[config.mk]
export PLATFORM = sky130hd
export DESIGN_NAME = signedDivider
export DESIGN_NICKNAME = d
export VERILOG_FILES = /design/src/rtl/divPkg.sv /design/src/rtl/divMagnitude.sv /design/src/rtl/divControl.sv /design/src/rtl/divDatapath.sv /design/src/rtl/signedDivider.sv
export SDC_FILE = /design/constraint.sdc
export NUM_CORES = 1
export LEC_CHECK = 0
export CAP_MARGIN = 25
export CORE_ASPECT_RATIO = 0.6
export CORE_MARGIN = 1
export CORE_UTILIZATION = 58
export DETAILED_ROUTE_END_ITERATION = 10
export PLACE_DENSITY = 0.84
export REMOVE_ABC_BUFFERS = 1
export SLEW_MARGIN = 30
export SYNTH_ARGS = -nofsm -noshare
export SYNTH_HDL_FRONTEND = slang
export SYNTH_SLANG_ARGS = --single-unit
[constraint.sdc]
create_clock -name clk -period 5.5 [get_ports clk]
set_input_delay 0.55 -clock clk [delete_from_list [all_inputs] [get_ports clk]]
set_output_delay 0.55 -clock clk [all_outputs]
set_load 0.05 [all_outputs]
[src/rtl/divPkg.sv]
package divPkg;

  // Controller states: capture happens on the IDLE->SETUP edge.
  typedef enum logic [1:0] {
    ST_IDLE  = 2'd0,
    ST_SETUP = 2'd1,
    ST_RUN   = 2'd2,
    ST_FIX   = 2'd3
  } divState_t;

  // Strobes from control to datapath; at most one is high per cycle.
  typedef struct packed {
    logic load;   // capture operands, clear flags
    logic setup;  // screen for zero / early overflow, seed iteration
    logic step;   // one restoring iteration
    logic fix;    // late overflow check and sign correction
  } divStrobes_t;

endpackage

[src/rtl/divMagnitude.sv]
module divMagnitude #(
  parameter int W = 32
) (
  input  logic [W-1:0] value,
  output logic         negative,
  output logic [W-1:0] magnitude
);
  // Unsigned magnitude of a two's-complement value; the most negative
  // value maps to 2^(W-1), which still fits in W unsigned bits.
  assign negative  = value[W-1];
  assign magnitude = negative ? (~value + W'(1)) : value;
endmodule

[src/rtl/divControl.sv]
module divControl
  import divPkg::*;
#(
  parameter int WORD_W = 32
) (
  input  logic        clk,
  input  logic        rstN,
  input  logic        start,
  input  logic        setupFail,
  output divStrobes_t strobes,
  output logic        busy,
  output logic        done
);
  localparam int              CNT_W = $clog2(WORD_W);
  localparam logic [CNT_W-1:0] LAST = CNT_W'(WORD_W - 1);

  divState_t        state;
  logic [CNT_W-1:0] iterCnt;

  always_comb begin
    strobes.load  = (state == ST_IDLE) && start;
    strobes.setup = (state == ST_SETUP);
    strobes.step  = (state == ST_RUN);
    strobes.fix   = (state == ST_FIX);
  end

  assign busy = (state != ST_IDLE);

  always_ff @(posedge clk or negedge rstN) begin
    if (!rstN) begin
      state   <= ST_IDLE;
      iterCnt <= '0;
      done    <= 1'b0;
    end else begin
      done <= 1'b0;
      unique case (state)
        ST_IDLE: begin
          if (start) state <= ST_SETUP;
        end
        ST_SETUP: begin
          if (setupFail) begin
            state <= ST_IDLE;
            done  <= 1'b1;
          end else begin
            state   <= ST_RUN;
            iterCnt <= '0;
          end
        end
        ST_RUN: begin
          if (iterCnt == LAST) state <= ST_FIX;
          else                 iterCnt <= iterCnt + CNT_W'(1);
        end
        ST_FIX: begin
          state <= ST_IDLE;
          done  <= 1'b1;
        end
        default: state <= ST_IDLE;
      endcase
    end
  end
endmodule

[src/rtl/divDatapath.sv]
module divDatapath
  import divPkg::*;
#(
  parameter int WORD_W = 32
) (
  input  logic                  clk,
  input  logic                  rstN,
  input  divStrobes_t           strobes,
  input  logic [2*WORD_W-1:0]   dividend,
  input  logic [WORD_W-1:0]     divisor,
  output logic                  setupFail,
  output logic [WORD_W-1:0]     quotient,
  output logic [WORD_W-1:0]     remainder,
  output logic                  zeroDivide,
  output logic                  overflow
);
  localparam int DVD_W = 2 * WORD_W;
  localparam logic [WORD_W-1:0] MSB_ONLY = {1'b1, {(WORD_W-1){1'b0}}};

  // Captured operands
  logic [DVD_W-1:0]  dvdReg;
  logic [WORD_W-1:0] dvsReg;

  // Iteration state
  logic [WORD_W-1:0] partRem;   // partial remainder magnitude
  logic [WORD_W-1:0] shiftLo;   // dividend low bits shifting out, quotient bits shifting in
  logic              negQuo;
  logic              negRem;

  // Outputs
  logic [WORD_W-1:0] quoReg;
  logic [WORD_W-1:0] remReg;
  logic              zeroFlag;
  logic              ovfFlag;

  // Magnitudes of the captured operands
  logic              dvdNeg;
  logic              dvsNeg;
  logic [DVD_W-1:0]  dvdMag;
  logic [WORD_W-1:0] dvsMag;

  divMagnitude #(.W(DVD_W)) u_dvdMag (
    .value    (dvdReg),
    .negative (dvdNeg),
    .magnitude(dvdMag)
  );

  divMagnitude #(.W(WORD_W)) u_dvsMag (
    .value    (dvsReg),
    .negative (dvsNeg),
    .magnitude(dvsMag)
  );

  // Setup screening: a zero divisor, or an upper half that already reaches
  // the divisor (quotient of 2^WORD_W or more).
  logic zeroDet;
  logic bigDet;
  assign zeroDet   = (dvsReg == '0);
  assign bigDet    = (dvdMag[DVD_W-1:WORD_W] >= dvsMag);
  assign setupFail = zeroDet | bigDet;

  // One restoring step
  logic [WORD_W:0]   trial;
  logic [WORD_W:0]   dvsExt;
  logic [WORD_W:0]   diff;
  logic              fits;
  logic [WORD_W-1:0] nextRem;

  always_comb begin
    trial   = {partRem, shiftLo[WORD_W-1]};
    dvsExt  = {1'b0, dvsMag};
    diff    = trial - dvsExt;
    fits    = (trial >= dvsExt);
    nextRem = fits ? diff[WORD_W-1:0] : trial[WORD_W-1:0];
  end

  // Final stage: a magnitude with its top bit set is only legal as -2^(WORD_W-1)
  logic              lateOvf;
  logic [WORD_W-1:0] signedQuo;
  logic [WORD_W-1:0] signedRem;

  always_comb begin
    lateOvf   = shiftLo[WORD_W-1] && !(negQuo && (shiftLo == MSB_ONLY));
    signedQuo = negQuo ? (~shiftLo + WORD_W'(1)) : shiftLo;
    signedRem = negRem ? (~partRem + WORD_W'(1)) : partRem;
  end

  always_ff @(posedge clk or negedge rstN) begin
    if (!rstN) begin
      dvdReg   <= '0;
      dvsReg   <= '0;
      partRem  <= '0;
      shiftLo  <= '0;
      negQuo   <= 1'b0;
      negRem   <= 1'b0;
      quoReg   <= '0;
      remReg   <= '0;
      zeroFlag <= 1'b0;
      ovfFlag  <= 1'b0;
    end else if (strobes.load) begin
      dvdReg   <= dividend;
      dvsReg   <= divisor;
      zeroFlag <= 1'b0;
      ovfFlag  <= 1'b0;
    end else if (strobes.setup) begin
      if (zeroDet)     zeroFlag <= 1'b1;
      else if (bigDet) ovfFlag  <= 1'b1;
      partRem <= dvdMag[DVD_W-1:WORD_W];
      shiftLo <= dvdMag[WORD_W-1:0];
      negQuo  <= dvdNeg ^ dvsNeg;
      negRem  <= dvdNeg;
    end else if (strobes.step) begin
      partRem <= nextRem;
      shiftLo <= {shiftLo[WORD_W-2:0], fits};
    end else if (strobes.fix) begin
      if (lateOvf) begin
        ovfFlag <= 1'b1;
      end else begin
        quoReg <= signedQuo;
        remReg <= signedRem;
      end
    end
  end

  assign quotient   = quoReg;
  assign remainder  = remReg;
  assign zeroDivide = zeroFlag;
  assign overflow   = ovfFlag;
endmodule

[src/rtl/signedDivider.sv]
module signedDivider
  import divPkg::*;
#(
  parameter int WORD_W = 32
) (
  input  logic                clk,
  input  logic                rstN,
  input  logic                start,
  input  logic [2*WORD_W-1:0] dividend,
  input  logic [WORD_W-1:0]   divisor,
  output logic                busy,
  output logic                done,
  output logic [WORD_W-1:0]   quotient,
  output logic [WORD_W-1:0]   remainder,
  output logic                zeroDivide,
  output logic                overflow
);
  divStrobes_t strobes;
  logic        setupFail;

  divControl #(.WORD_W(WORD_W)) u_control (
    .clk      (clk),
    .rstN     (rstN),
    .start    (start),
    .setupFail(setupFail),
    .strobes  (strobes),
    .busy     (busy),
    .done     (done)
  );

  divDatapath #(.WORD_W(WORD_W)) u_datapath (
    .clk       (clk),
    .rstN      (rstN),
    .strobes   (strobes),
    .dividend  (dividend),
    .divisor   (divisor),
    .setupFail (setupFail),
    .quotient  (quotient),
    .remainder (remainder),
    .zeroDivide(zeroDivide),
    .overflow  (overflow)
  );
endmodule

==> flow_results.org <==
** Run status
- The flow ran to the end, and the final reports show no timing, DRC or antenna violations.

** Synth
- Synthesis inferred about 240 register bits.
- Share of the synthesized area in the top cell type :: ~39%
- Averaged over all synthesized cells, the footprint is slightly above 9 um2.
- The cell area that synthesis handed to floorplanning was between 15000 and 20000 um2.
- Sorting the synthesized cells by area gives the leading types as sky130_fd_sc_hd__dfrtp_1 39%, sky130_fd_sc_hd__mux2_2 7.5%, sky130_fd_sc_hd__xor2_1 6.8%, sky130_fd_sc_hd__ha_1 6.2%, sky130_fd_sc_hd__o21ai_0 6.1%.
- Yosys top cell by area :: sky130_fd_sc_hd__dfrtp_1
- The synthesized design contains 0 enable-type register cells.
- Count of cell types in the netlist :: 65
- Number of instances in the synthesized netlist :: between 1500 and 2000
- Most common flop cell mapped by yosys :: sky130_fd_sc_hd__dfrtp_1
- Counting flops with an async set or reset pin after synthesis yields a share of 100%.
- Synth warnings :: 0
- Sequential elements use roughly two fifths of the synthesized area.

** Floorplanning
- Die height :: about 130 um
- The die is 211 um wide.
- The initialized floorplan defines 45 standard-cell rows.
- Total I/O pin count :: about 170
- The floorplan step defined a die boundary enclosing 26900 um2.
- Core outline area :: 25500 um2
- For this configuration, the core starts out at a cell density of about 60%.

** Placed design
- At the end of routability-driven placement, the weighted congestion stood at around 0.98.
- During placement, the flow inserted port buffers numbering 166.
- DPL Wire Length :: approximately 33 mm
- Total placed cells including tap cells :: roughly 2100

** Global routing
- Antenna violations before repair :: 0
- Number of global-route vias before repair :: 12500
- GR Util All Layers :: between 30% and 40%
- The first global-routing pass estimated around 70 mm of wire.
- The total overflow left after global routing is 0.
- Maximum number of pins on one net before global-route repair :: 123

** Detailed routing
- Antenna viol nets, final :: 0
- DRC marker count from the first detailed-route iteration :: approximately 1500
- Length of the first detailed-routing pass in iterations :: 6
- Total routed wirelength :: roughly 45 mm
- After detailed routing, the number of remaining DRC violations is 0.
- Dividing the detail-routed via count by the number of cells gives about 6.3.
- Via count of the routed design :: roughly 13000
- Dividing the detail-routed wire length by the instance count gives between 20 and 25 um.

** Worst setup path
- On the worst path, the slowest cell contributes a delay of 0.57 ns.
- The critical path goes through or4_1, or3_1, or4_1, or4_4, o41ai_1, xor2_1, ha_1, a21o_1, a211o_1, a31oi_4, a21boi_2, buf_4, mux2_2, o21ai_0.
- Kind of start point of the critical path :: flip-flop
- Origin of the worst setup path :: u_datapath.dvsReg[11]
- Worst setup slack for register-to-register paths :: approximately 0.24 ns
- Highest fanout seen on the critical path :: 7
- STA classifies the critical path endpoint as a flip-flop.
- Most Frequent Cell on Critical Path :: sky130_fd_sc_hd__or4_1
- STA puts the critical path data arrival time at 5.71 ns.
- Slowest cell on the critical path :: sky130_fd_sc_hd__or4_1
- The worst register-to-register path begins at u_datapath.dvsReg[11].
- Required time of the critical path :: between 5 and 6 ns
- Critical path class :: flip-flop to flip-flop

** Cells and area
- Number of inserted filler cells in the final layout :: approximately 1900
- For this run, the share of the core covered by cells in the final layout is between 70% and 80%.
- Synth-to-layout area growth :: 19.2%
- Final Instance Count excl. Fillers :: ~2100
- Post-layout nets :: 1935
- Fraction of layout cells with a size suffix above 1 :: a little over a tenth
- The number of antenna diodes in the final layout is 0.

** Hold path
- Worst min-delay path category :: primary input to asynchronous set/reset pin

** STA
- Final Slew Violations :: 0
- Maximum clock rate :: ~0.19 GHz
- Post-route fraction of the period consumed by the critical path :: about 96%
- Shortest clock period the worst path allows after layout :: around 5.3 ns
- Smallest hold slack :: roughly 0.44 ns
- Clk_skew :: 0.0253 ns
- Final hold viol count :: 0
- For the pin with the worst max-slew slack, the measured transition is between 0.9 and 1 ns.
- Adding up every negative setup slack in the final design gives 0 ns.
- Worst rel slew slack :: between 30% and 40%
- Setup violations remaining at the end of the flow were counted as 0.

** Clock tree
- Clock latency reported for the late side of the worst-skew pair :: 0.55 ns
- Buffer depth of the longest clock path :: 3
- Clock tree from TritonCTS :: built
- After clock tree synthesis, the clock-pin slew on the worst setup and hold paths is approximately 0.070 ns.
- Counting the buffers created by CTS gives 24.
- CTS built an H-tree with a depth of 1.
- The root buffer cell chosen for the clock tree is sky130_fd_sc_hd__clkbuf_16.
- Number of clock sinks :: between 200 and 250

** Flow run
- The tool flagged a number of max-cap violations equal to 0.
layout make-up:
class / count / area (um2) / share of cell area [%]
well taps: 352 / 440 / 2.43
flip-flops and latches: 236 / 5910 / 32.6
clock buffers: 35 / 692 / 3.82
inverters: 20 / 75.1 / 0.414
clock inverters: 6 / 120 / 0.663
multi-input cells: 1286 / 8970 / 49.5
repair buffers: 192 / 1920 / 10.6
registers in the layout, indices dropped and copies added (netlist names), named ones only:
name and cells:
u_control.done 1, u_control.iterCnt 5, u_control.state 1, u_datapath.dvdReg 64, u_datapath.dvsReg 32, u_datapath.negQuo 1
u_datapath.negRem 1, u_datapath.overflow 1, u_datapath.partRem 32, u_datapath.quotient 32, u_datapath.remainder 32, u_datapath.shiftLo 32
u_datapath.zeroDivide 1
cell usage after synthesis (all sizes together) (4+ instances only):
master,number
xnor2,61
nor2b,5
a21o,29
o31ai,44
buf,11
o211ai,14
nand4,17
ha,75
o41ai,24
mux2i,21
mux2,102
a22oi,16
or4,25
clkbuf,73
and3,5
o21a,7
nand2b,21
a21oi,68
o21ai,188
inv,20
or2,12
a211oi,5
nand3b,4
o21bai,4
nand3,29
dfrtp,236
nor3,21
or3,22
nor2,69
xor2,118
nor4,17
a32o,5
nand2,204
a31oi,14
timing repair:
action	in CTS	in global routing
setup endpoints to repair	0	31
hold buffers	0	1
gates resized for setup	0	9
buffers inserted	0	1
hold endpoints to repair	0	24
worst paths after layout:
| check | to | cells past startpoint |
|---|---|---|
| setup / recovery | u_datapath.partRem[0] | 14 |
| hold / removal | u_datapath.remainder[22] | 2 |
| setup reg to reg | u_datapath.partRem[0] | 14 |
| hold reg to reg | u_datapath.remainder[6] | 2 |
| max in group asynchronous | u_datapath.dvdReg[63] | 3 |
| min in group clk | u_datapath.remainder[6] | 2 |
cell usage in the layout (no fill, tap or decap), types with 44 or more instances in the layout:
master | Yosys | final
sky130_fd_sc_hd__nand2_1 | 204 | 201
sky130_fd_sc_hd__mux2_2 | 101 | 101
sky130_fd_sc_hd__nor2_1 | 69 | 69
sky130_fd_sc_hd__o31ai_1 | 44 | 44
sky130_fd_sc_hd__xnor2_1 | 61 | 61
sky130_fd_sc_hd__ha_1 | 75 | 74
sky130_fd_sc_hd__a21oi_1 | 68 | 68
sky130_fd_sc_hd__clkdlybuf4s50_1 | 0 | 165
sky130_fd_sc_hd__dfrtp_1 | 236 | 235
sky130_fd_sc_hd__o21ai_0 | 185 | 184
sky130_fd_sc_hd__xor2_1 | 118 | 118
logic make-up (layout without fill, tap and decap cells):
| group | Yosys count | after routing | share of synthesized area [%] |
|---|---|---|---|
| AO/OA/AOI/OAI | 444 | 444 | 18.2 |
| XOR/XNOR | 179 | 179 | 10.3 |
| adder cells (fa/ha/maj) | 76 | 76 | 6.31 |
| buffers and inverters | 104 | 253 | 2.62 |
| flip-flops | 236 | 236 | 38.9 |
| multiplexers | 123 | 123 | 8.94 |
| AND/OR/NAND/NOR | 464 | 464 | 14.8 |
per-layer routing:
layer  up-vias  share of wire, %  global-route usage, %
met1      6509                46                   50.5
met5         -                 0                      0
met2       682                40                   45.3
met3        72                12                   11.5
li1       6196                 -                      -
met4         0               1.9                   6.95
critical path: cells and delay by family (launching register included):
| kind | cells | cell delay, ns |
|---|---|---|
| xor+xnor | 1 | 0.28 |
| fa+ha+maj | 1 | 0.35 |
| compound gates | 6 | 1.59 |
| mux | 1 | 0.33 |
| buf+inv | 1 | 0.17 |
| simple gates | 4 | 2.03 |
| flops | 1 | 0.43 |
per-stage QoR:
stage | setup slack [ns] | area, um2
floorplan | -1.11 | 14900
global placement | 0.225 | 17200
detailed placement | 0.0607 | 17200
CTS | 0.0300 | 18000
global route | -0.000153 | 18100
finish | 0.245 | 18100
Power is left out: the tool's default activity adds up to more than one toggle a clock period on the data nets, which glitch-free logic cannot reach.
